## config.mk

```make
export PLATFORM = sky130hd
export DESIGN_NAME = pll_param_search
export DESIGN_NICKNAME = d
export VERILOG_FILES = /design/src/rtl/pllsrch_pkg.sv /design/src/rtl/pll_div.sv /design/src/rtl/pll_cand_eval.sv /design/src/rtl/pll_param_search.sv
export SDC_FILE = /design/constraint.sdc
export NUM_CORES = 2
export LEC_CHECK = 0
export BUFFER_PORTS_ARGS = -buffer_cell sky130_fd_sc_hd__buf_2
export CAP_MARGIN = 20
export CORE_MARGIN = 4
export CORE_UTILIZATION = 36
export DETAILED_ROUTE_END_ITERATION = 6
export PLACE_DENSITY_LB_ADDON = 0.3
export SETUP_SLACK_MARGIN = 0.15
export SYNTH_ARGS = -nofsm -noshare
export SYNTH_HDL_FRONTEND = slang
export SYNTH_HIERARCHICAL = 1
export SYNTH_SLANG_ARGS = --single-unit
```

## constraint.sdc

```tcl
create_clock -name clk -period 12.9 [get_ports clk]
set_clock_uncertainty 0.15 [all_clocks]
set_input_delay 3.87 -clock clk [delete_from_list [all_inputs] [get_ports clk]]
set_output_delay 3.87 -clock clk [all_outputs]
set_load 0.02 [all_outputs]
```

## src/rtl/pllsrch_pkg.sv

```systemverilog
package pllsrch_pkg;

    typedef enum logic [2:0] {
        S_IDLE,
        S_INIT,
        S_RDIV,
        S_FEST,
        S_FSTEP,
        S_PHDIV,
        S_VDIV
    } srch_state_e;

    // Shift order of the outer loop: index 0 -> 1, 1 -> 2, 2 -> 0
    function automatic logic [1:0] od_at(input logic [1:0] idx);
        case (idx)
            2'd0:    od_at = 2'd1;
            2'd1:    od_at = 2'd2;
            default: od_at = 2'd0;
        endcase
    endfunction

    function automatic logic [1:0] p_encode(input logic [1:0] od);
        p_encode = (od >= 2'd2) ? 2'd3 : od;
    endfunction

endpackage

```

## src/rtl/pll_div.sv

```systemverilog
module pll_div #(
    parameter int W = 32
) (
    input  logic         clk,
    input  logic         rst_n,
    input  logic         go,
    input  logic [W-1:0] dividend,
    input  logic [W-1:0] divisor,
    output logic         done,
    output logic [W-1:0] quotient
);
    localparam int CW = $clog2(W + 1);

    typedef struct packed {
        logic          busy;
        logic          done;
        logic [CW-1:0] cnt;
        logic [W-1:0]  rem;
        logic [W-1:0]  quo;
        logic [W-1:0]  den;
    } div_st_t;

    div_st_t q, n;
    logic [W:0] shifted;
    logic [W:0] trial;

    always_comb begin
        n       = q;
        n.done  = 1'b0;
        shifted = {q.rem, q.quo[W-1]};
        trial   = shifted - {1'b0, q.den};
        if (go && !q.busy) begin
            n.busy = 1'b1;
            n.cnt  = CW'(W);
            n.rem  = '0;
            n.quo  = dividend;
            n.den  = divisor;
        end else if (q.busy) begin
            if (!trial[W]) begin
                n.rem = trial[W-1:0];
                n.quo = {q.quo[W-2:0], 1'b1};
            end else begin
                n.rem = shifted[W-1:0];
                n.quo = {q.quo[W-2:0], 1'b0};
            end
            n.cnt = q.cnt - 1'b1;
            if (q.cnt == CW'(1)) begin
                n.busy = 1'b0;
                n.done = 1'b1;
            end
        end
    end

    always_ff @(posedge clk or negedge rst_n) begin
        if (!rst_n) q <= '0;
        else        q <= n;
    end

    assign done     = q.done;
    assign quotient = q.quo;

endmodule

```

## src/rtl/pll_cand_eval.sv

```systemverilog
module pll_cand_eval #(
    parameter int          W           = 32,
    parameter int          FW          = 10,
    parameter int unsigned VCO_MIN     = 100_000_000,
    parameter int unsigned VCO_MAXR    = 500_000_000,
    parameter int unsigned VCO_ABS_MAX = 640_000_000
) (
    input  logic [W-1:0]    step_hz,
    input  logic [FW-1:0]   mult,
    input  logic [1:0]      od,
    input  logic [W-1:0]    tgt,
    input  logic [W:0]      lo,
    input  logic [W:0]      hi,
    output logic [W+FW-1:0] vco,
    output logic [W+FW-1:0] out_f,
    output logic            over,
    output logic            valid
);
    localparam int VW = W + FW;

    logic in_win;
    logic vco_ok;

    always_comb begin
        vco    = VW'(step_hz) * VW'(mult);
        out_f  = vco >> od;
        over   = out_f > VW'(hi);
        in_win = (out_f >= VW'(lo)) && !over;
        vco_ok = (vco >= VW'(VCO_MIN)) &&
                 ((vco <= VW'(VCO_MAXR)) ||
                  ((tgt > W'(VCO_MAXR)) && (vco <= VW'(VCO_ABS_MAX))));
        valid  = vco_ok && in_win;
    end

endmodule

```

## src/rtl/pll_param_search.sv

```systemverilog
module pll_param_search
    import pllsrch_pkg::*;
#(
    parameter int          W           = 32,
    parameter int          R_MIN       = 2,
    parameter int          R_MAX       = 33,
    parameter int          F_MIN       = 2,
    parameter int          F_MAX       = 513,
    parameter int          SCALE       = 8,
    parameter int          SCORE_SHIFT = 10,
    parameter int unsigned VCO_MIN     = 100_000_000,
    parameter int unsigned VCO_MAXR    = 500_000_000,
    parameter int unsigned VCO_ABS_MAX = 640_000_000
) (
    input  logic                       clk,
    input  logic                       rst_n,
    input  logic                       start,
    input  logic [W-1:0]               ref_hz,
    input  logic [W-1:0]               tgt_hz,
    output logic                       busy,
    output logic                       done,
    output logic                       found,
    output logic [$clog2(R_MAX+1)-1:0] r_sel,
    output logic [$clog2(F_MAX+1)-1:0] f_sel,
    output logic [1:0]                 p_code,
    output logic [W-1:0]               out_hz
);
    localparam int          RW         = $clog2(R_MAX + 1);
    localparam int          FW         = $clog2(F_MAX + 1);
    localparam int          VW         = W + FW;
    localparam int unsigned VSCORE_DEN = (VCO_MAXR - VCO_MIN) >> SCORE_SHIFT;

    typedef struct packed {
        srch_state_e   state;
        logic [W-1:0]  ref_f;
        logic [W-1:0]  tgt_f;
        logic [W:0]    lo;
        logic [W:0]    hi;
        logic [W-1:0]  ref33;
        logic [W-1:0]  ph_den;
        logic [W-1:0]  qr;
        logic [W-1:0]  f;
        logic [W-1:0]  ph;
        logic [W-1:0]  cand_clk;
        logic [VW-1:0] vco;
        logic [1:0]    od_idx;
        logic [RW-1:0] r;
        logic          best_found;
        logic [W-1:0]  best_score;
        logic [RW-1:0] best_r;
        logic [FW-1:0] best_f;
        logic [1:0]    best_od;
        logic [W-1:0]  best_clk;
        logic          done_o;
        logic          found_o;
        logic [RW-1:0] r_o;
        logic [FW-1:0] f_o;
        logic [1:0]    p_o;
        logic [W-1:0]  hz_o;
    } st_t;

    st_t q, n;

    logic          div_go;
    logic [W-1:0]  div_a;
    logic [W-1:0]  div_b;
    logic          div_done;
    logic [W-1:0]  div_q;

    logic [1:0]    od_cur;
    logic [W-1:0]  est_num;
    logic [W-1:0]  score;
    logic [VW-1:0] cand_vco;
    logic [VW-1:0] cand_out;
    logic          cand_over;
    logic          cand_valid;
    logic          f_out_of_range;

    pll_div #(.W(W)) u_div (
        .clk      (clk),
        .rst_n    (rst_n),
        .go       (div_go),
        .dividend (div_a),
        .divisor  (div_b),
        .done     (div_done),
        .quotient (div_q)
    );

    pll_cand_eval #(
        .W           (W),
        .FW          (FW),
        .VCO_MIN     (VCO_MIN),
        .VCO_MAXR    (VCO_MAXR),
        .VCO_ABS_MAX (VCO_ABS_MAX)
    ) u_eval (
        .step_hz (q.qr),
        .mult    (q.f[FW-1:0]),
        .od      (od_cur),
        .tgt     (q.tgt_f),
        .lo      (q.lo),
        .hi      (q.hi),
        .vco     (cand_vco),
        .out_f   (cand_out),
        .over    (cand_over),
        .valid   (cand_valid)
    );

    always_comb begin
        od_cur         = od_at(q.od_idx);
        est_num        = W'((W'(q.r) * (q.tgt_f >> SCALE)) << od_cur);
        score          = q.ph + div_q;
        f_out_of_range = (q.f < W'(F_MIN)) || (q.f > W'(F_MAX));
    end

    always_comb begin
        n        = q;
        n.done_o = 1'b0;
        div_go   = 1'b0;
        div_a    = '0;
        div_b    = '1;
        case (q.state)
            S_IDLE: begin
                if (start) begin
                    n.ref_f      = ref_hz;
                    n.tgt_f      = tgt_hz;
                    n.lo         = {1'b0, tgt_hz} - {1'b0, tgt_hz >> SCALE};
                    n.hi         = {1'b0, tgt_hz} + {1'b0, tgt_hz >> SCALE};
                    n.best_found = 1'b0;
                    n.best_score = '0;
                    div_go       = 1'b1;
                    div_a        = ref_hz;
                    div_b        = W'(R_MAX);
                    n.state      = S_INIT;
                end
            end
            S_INIT: begin
                if (div_done) begin
                    n.ref33  = div_q;
                    n.ph_den = (q.ref_f - div_q) >> SCORE_SHIFT;
                    n.od_idx = 2'd0;
                    n.r      = RW'(R_MIN);
                    div_go   = 1'b1;
                    div_a    = q.ref_f;
                    div_b    = W'(R_MIN);
                    n.state  = S_RDIV;
                end
            end
            S_RDIV: begin
                if (div_done) begin
                    n.qr    = div_q;
                    div_go  = 1'b1;
                    div_a   = est_num;
                    div_b   = q.ref_f >> SCALE;
                    n.state = S_FEST;
                end
            end
            S_FEST: begin
                if (div_done) begin
                    n.f     = (div_q > W'(F_MIN)) ? div_q - 1'b1 : div_q;
                    n.state = S_FSTEP;
                end
            end
            S_FSTEP: begin
                if (f_out_of_range || cand_over) begin
                    if (q.r == RW'(R_MAX)) begin
                        if (q.od_idx == 2'd2) begin
                            n.state   = S_IDLE;
                            n.done_o  = 1'b1;
                            n.found_o = q.best_found;
                            n.r_o     = q.best_found ? q.best_r : '0;
                            n.f_o     = q.best_found ? q.best_f : '0;
                            n.p_o     = q.best_found ? p_encode(q.best_od) : 2'd0;
                            n.hz_o    = q.best_found ? q.best_clk : '0;
                        end else begin
                            n.od_idx = q.od_idx + 1'b1;
                            n.r      = RW'(R_MIN);
                            div_go   = 1'b1;
                            div_a    = q.ref_f;
                            div_b    = W'(R_MIN);
                            n.state  = S_RDIV;
                        end
                    end else begin
                        n.r     = q.r + 1'b1;
                        div_go  = 1'b1;
                        div_a   = q.ref_f;
                        div_b   = W'(q.r + 1'b1);
                        n.state = S_RDIV;
                    end
                end else if (cand_valid) begin
                    n.vco      = cand_vco;
                    n.cand_clk = W'(cand_out);
                    div_go     = 1'b1;
                    div_a      = q.qr - q.ref33;
                    div_b      = q.ph_den;
                    n.state    = S_PHDIV;
                end else begin
                    n.f = q.f + 1'b1;
                end
            end
            S_PHDIV: begin
                if (div_done) begin
                    n.ph    = div_q;
                    div_go  = 1'b1;
                    div_a   = W'(q.vco - VW'(VCO_MIN));
                    div_b   = W'(VSCORE_DEN);
                    n.state = S_VDIV;
                end
            end
            S_VDIV: begin
                if (div_done) begin
                    if (!q.best_found || ((score >= q.best_score) && (od_cur != 2'd0))) begin
                        n.best_found = 1'b1;
                        n.best_score = score;
                        n.best_r     = q.r;
                        n.best_f     = q.f[FW-1:0];
                        n.best_od    = od_cur;
                        n.best_clk   = q.cand_clk;
                    end
                    n.f     = q.f + 1'b1;
                    n.state = S_FSTEP;
                end
            end
            default: n.state = S_IDLE;
        endcase
    end

    always_ff @(posedge clk or negedge rst_n) begin
        if (!rst_n) q <= '0;
        else        q <= n;
    end

    assign busy   = (q.state != S_IDLE);
    assign done   = q.done_o;
    assign found  = q.found_o;
    assign r_sel  = q.r_o;
    assign f_sel  = q.f_o;
    assign p_code = q.p_o;
    assign out_hz = q.hz_o;

endmodule

```

# [Yosys cells after proc, flatten, opt, wreduce, memory -nomap -nowiden]
# Cells that the tools add are included.
[word_totals] output_inout_bits=53 register_bits=594 wordCells=188
[classes] order_cmp=11 muxes=67 mul=2 n_eq_ne=25 shifts=2 n_reduce_logical=35 addsub=13 bitwise_logic=1
[ops] op="$mux 32" n=22
[ops] op="$pmux 32 s5" n=2
[ops] op="$mux 52" n=4
[ops] op="$mux 83" n=2
[ops] op="$mux 133" n=1
[ops] op="$pmux 32 s3" n=1
[ops] op="$mux 72" n=1
[ops] op="$mux 70" n=1
[ops] op="$pmux 33 s2" n=1
[ops] op="$mux 64" n=1
[ops] op="$sub 32x32->32" n=2
[ops] op="$ge 42x27->1 const B" n=1
[ops] op="$ge 42x33->1" n=1
[ops] op="$gt 42x33->1" n=1
[ops] op="$le 42x29->1 const B" n=1
[ops] op="$le 42x30->1 const B" n=1
[ops] op="$mul 32x10->42" n=1
[ops] op="$shr 42x2->42" n=1
[ops] op="$add 32x24->33" n=1
[ops] op="$mux 33" n=1
[ops] op="$sub 32x24->33" n=1
[ops] op="$sub 33x32->33" n=1
[ops] op="$add 32x1->32 const B" n=1
[ops] op="$add 32x32->32" n=1
[ops] op="49 further kinds" n=105

# [Logic depth before layout (Yosys ltp)]
[depth] ltp_word=12 depth_mapped=51

# [Cells and area by module]
# Netlist, hierarchy kept.
[modules_own_cells] module="pll_param_search" instances=1 cells_each=4107 area_each_um2=34593.2 seq_area_each_um2=12236.7
[modules_own_cells] module="pll_cand_eval" instances=1 cells_each=1676 area_each_um2=13490.4 seq_area_each_um2=0.0
[modules_own_cells] module="pll_div" instances=1 cells_each=698 area_each_um2=6334.8 seq_area_each_um2=2602.5

# [Worst setup path after synthesis]
# Ideal clock, no wire load.
[synth_timing] path_kind="reg-to-reg" from="register q[252] (netlist name)" to="register u_div/q[95] (netlist name)" setup_ps=90 slack_ps=3111 required_ps=12660 stages_incl_launch_ff=46 arrival_time_ps=9549 period_less_slack_ps=9789 cell_sequence="dfrtp_1 clkbuf_1 nand2_1 fa_1 inv_1 fa_1 fa_1 fa_1 inv_1 fa_1 inv_1 ha_1 buf_2 a21oi_1 o21ai_0 a31oi_1 o31ai_4 a31oi_1 [... 10 more ...] o21ai_0 nand2_1 nor4_2 o221ai_1 nor4_1 nand4_1 nor2_1 and3_2 a21oi_1 nor2_1 clkbuf_1 a21o_1 inv_1 clkbuf_1 nor2_1 clkbuf_1 nand2_1 o221ai_1"
[synth_via] elab_chain_cells=11
[synth_lines] element="start: declaration" line_no="pll_param_search.sv:62" source="st_t q, n;"
[synth_lines] element="start signal: assignment" line_no="pll_param_search.sv:229" source="else q <= n;"
[synth_lines] element="$mul 32x10->42 (*)" line_no="pll_cand_eval.sv:25" source="vco = VW'(step_hz) * VW'(mult);"
[synth_lines] element="net cand_vco[18]" line_no="pll_param_search.sv:73" source="logic [VW-1:0] cand_vco;"
[synth_lines] element="$shr 42x2->42 (*)" line_no="pll_cand_eval.sv:26" source="out_f = vco >> od;"
[synth_lines] element="net cand_out[15]" line_no="pll_param_search.sv:74" source="logic [VW-1:0] cand_out;"
[synth_lines] element="$gt 42x33->1 (*)" line_no="pll_cand_eval.sv:27" source="over = out_f > VW'(hi);"
[synth_lines] element="net cand_over" line_no="pll_param_search.sv:75" source="logic cand_over;"
[synth_lines] element="$logic_not 1->1" line_no="pll_cand_eval.sv:28" source="in_win = (out_f >= VW'(lo)) && !over;"
[synth_lines] element="$logic_and 1x1->1" line_no="pll_cand_eval.sv:28"
[synth_lines] element="$logic_and 1x1->1" line_no="pll_cand_eval.sv:32" source="valid = vco_ok && in_win;"
[synth_lines] element="$mux 1" line_no="pll_param_search.sv:189" source="end else if (cand_valid) begin"
[synth_lines] element="$mux 1 (*)" line_no="pll_param_search.sv:164" source="if (f_out_of_range || cand_over) begin"
[synth_lines] element="$pmux 1 s3 (*)" line_no="pll_param_search.sv:121" source="case (q.state)"
[synth_lines] element="net div_go" line_no="pll_param_search.sv:64" source="logic div_go;"
[synth_lines] element="$logic_and 1x1->1 (*)" line_no="pll_div.sv:32" source="if (go && !q.busy) begin"
[synth_lines] element="$mux 70 / $reduce_bool 2->1 (equally long branches)"
[synth_lines] element="end signal: assignment" line_no="pll_div.sv:56" source="else q <= n;"
[synth_lines] element="end: declaration" line_no="pll_div.sv:23" source="div_st_t q, n;"
# Mark *: on every way through the listed nets, which the timed path passes. The rest lies on a longest branch.
# A chain may end at the register's enable or synchronous reset.

# [Worst setup path after layout]
[layout_timing] from="register q[257] (netlist name)" to="register u_div.q, in the netlist u_div/quotient[30]"
[layout_lines] element="$mul 32x10->42 (*)" line_no="pll_cand_eval.sv:25"
[layout_lines] element="$shr 42x2->42 (*)" line_no="pll_cand_eval.sv:26"
[layout_lines] element="net cand_out[30]" line_no="pll_param_search.sv:74"
[layout_lines] element="$gt 42x33->1 (*)" line_no="pll_cand_eval.sv:27"
[layout_lines] element="net cand_over" line_no="pll_param_search.sv:75"
[layout_lines] element="$logic_not 1->1" line_no="pll_cand_eval.sv:28"
[layout_lines] element="$logic_and 1x1->1" line_no="pll_cand_eval.sv:28"
[layout_lines] element="$logic_and 1x1->1" line_no="pll_cand_eval.sv:32"
[layout_lines] element="$mux 32" line_no="pll_param_search.sv:189"
[layout_lines] element="$mux 32 (*)" line_no="pll_param_search.sv:164"
[layout_lines] element="$pmux 32 s5 (*)" line_no="pll_param_search.sv:121"
[layout_lines] element="net div_a[30]" line_no="pll_param_search.sv:65" source="logic [W-1:0] div_a;"
[layout_lines] element="$mux 70 (*)" line_no="pll_div.sv:32"
# Marked as above.

==> results.ini <==
[timing]
final_hold_viol_count = 0
worst_pin_slew_ns = 1.119
setup_violations = 0
finalSetupTns_ns = 0
slew-limit-headroom_pct = 24.88
fin_ws_ns = 0.9669
post-route-min-period_ns = 11.93
rsz0062_at_grt = no
fin_crit_sh_pct = 92.50
hold_slack_ns = 0.3070
slew_viol_final = 0
max_freq_mhz = 83.80

[power_and_ir_drop]
power_switching_share_pct = 37.26
vdd_drop_max_v = 0.0001347
net-switching-power_mw = 2.406
clkPwrFrac_pct = 33.9
intPower_mw = 4.052
power_frac_seq_pct = 36.0
p_comb_share_pct = 30.1
power.density_nw_per_um2 = 109.7
p_leak_nw = 28.58

[grt]
grt_pass1_wl_um = 273000
grt_usage_pct = 22.17
first_global_vias = 44757
grt_max_degree = 158
grt_antenna_before_repair = 2
gr-total-overflow = 0

[critical_path]
arrival_ns = 12.36
rr_worst_depth = 40
crit_path_start = q[257]$_DFFE_PN0P_
crit_top_cell = fa_1
r2r_end = u_div/quotient[30]$_DFFE_PN0P_
crit_path_max_incr_delay_ns = 0.87
critPathKind = register to register
end_kind = register
slowest_stage = or3_2
regToRegStartpoint = q[257]$_DFFE_PN0P_
critPathRequiredTime_ns = 13.33
critPathMaxFanout = 23
cp-start-kind = register
r2r_slack_ns = 0.97

[floorplan]
num_rows = 142
core-area_um2 = 150000
fp.dieW_um = 396.5
chipHeight_um = 396.5
start_util_pct = 36.23
design.die.area_um2 = 157200
io_pins = 120

[cts]
clk_pin_slew_ns = 0.06
clock_latency_ns = 0.67
cts_buffers = 71
cts_buffer_depth = 3
clock_sinks = 593
post_cts_buffers = 0
cts_tree = built
h-tree-depth = 3
clock-root-buffer = clkbuf_16

[detailed_routing]
num_vias = 45163
wl_per_cell_um = 20.84
drc = 1
dr.pass1.iters = 7
first_iter_violations = 3942
viasPerCell = 5.364
postRouteWirelength_um = 175500
postRouteAntennaNets = 0

[run_status]
status = complete, but fails checks
violations = design-rule violations

[placed_design]
hpwlAfterDp_um = 135400
pre_cts_ws_ns = 0.7017
portBuffers = 119
routabilityCongestion = 0.9651

[worst_hold_path]
hold_class = register to register
hold_start = f_sel[8]$_DFFE_PN0P_
min_to = f_sel[8]$_DFFE_PN0P_
hold_path_depth = 2

[synthesis]
syn-num-nets = 7264
ys.warnings.count = 6
postSynthAreaPerCell_um2 = 8.401
syn_area_um2 = 54330
netlist_instances = 6467

[finish]
final_cell_mix = 1130 x nand2_1, 660 x inv_1, 588 x dfrtp_1, 480 x o21ai_0, 396 x ha_1
final_common_cell = nand2_1
area_delta_synth_final_pct = 8.381
final_nets = 7144
nFillCells = 15339
drive_gt1_share_pct = 7.434

[run]
cap_violations = 0

-- power by group through the flow --
stage	sequential [mW]	combinational (mW)	clock, mW
floorplan	2.21	1.34	0
global placement	2.35	1.89	0
detailed placement	2.35	1.90	0
CTS	2.32	1.92	2.24
global route	2.35	2.17	2.31
finish	2.32	1.95	2.19
-- per-layer routing --
metal  routed length (um)  vias to the layer above  track usage, %  share of wire, %
met5                    0                        -               0                 0
met4                 8501                        0           10.01               4.8
met3                10250                      250           2.959               5.8
met2                76560                     1376           34.07                44
met1                80180                    22095           31.11                46
li1                     -                    21442               -                 -
-- worst max path at each step --
stage | depth (start not counted) | end | slack (ns)
final | 40 | u_div/quotient[30]$_DFFE_PN0P_ | 0.97
after global routing | 40 | u_div/quotient[30]$_DFFE_PN0P_ | 0.33
after CTS | 41 | u_div/quotient[6]$_DFFE_PN0P_ | 0.62
after detailed placement | 41 | u_div/quotient[17]$_DFFE_PN0P_ | 0.70
after global placement | 42 | u_div/quotient[16]$_DFFE_PN0P_ | 0.97
after floorplan | 45 | u_div/q[95]$_DFFE_PN0P_ | 3.11
-- sequential cells by signal (all words and copies together), names as in the netlist, 2 cells and up --
name / flops
out_hz: 32
p_code: 2
f_sel: 10
u_div/quotient: 32
r_sel: 6
q: 437
u_div/q: 71
-- area by class of cell --
type                       instances  area (um2)  area share [%]
timing repair buffer             198        1289           2.189
sequential                       593       14850           25.21
antenna                            1       2.502        0.004250
clock buffer                      97        2037           3.459
inverter                         664        2492           4.233
tap                             2016        2522           4.284
clock inverter                    32       460.4          0.7820
multi-input combinational       4819       35230           59.84
-- through the flow --
step                      util (%)  instances  area, um2  total power, mW
after floorplan                  -       6467      54330            3.551
after global placement       37.54       8287      56300            4.239
after detailed placement     37.54       8287      56300            4.254
after CTS                    39.21       8416      58790            6.480
after global routing         39.26       8419      58880            6.824
final                        39.27       8420      58880            6.458
-- worst max-delay path, delay by kind of cell, from the launching register on --
| kind | cells | cell delay [ns] |
|---|---|---|
| compound gates | 10 | 1.61 |
| simple gates | 17 | 4.73 |
| mux | 2 | 0.53 |
| buf+inv | 4 | 0.56 |
| fa+ha+maj | 7 | 3.47 |
| flops | 1 | 0.76 |
-- timing repair --
action,CTS,global route
resized for setup,0,5
hold buffers,0,0
setup endpoints to repair,0,30
Note: power is estimated with default switching activity, not from simulation.
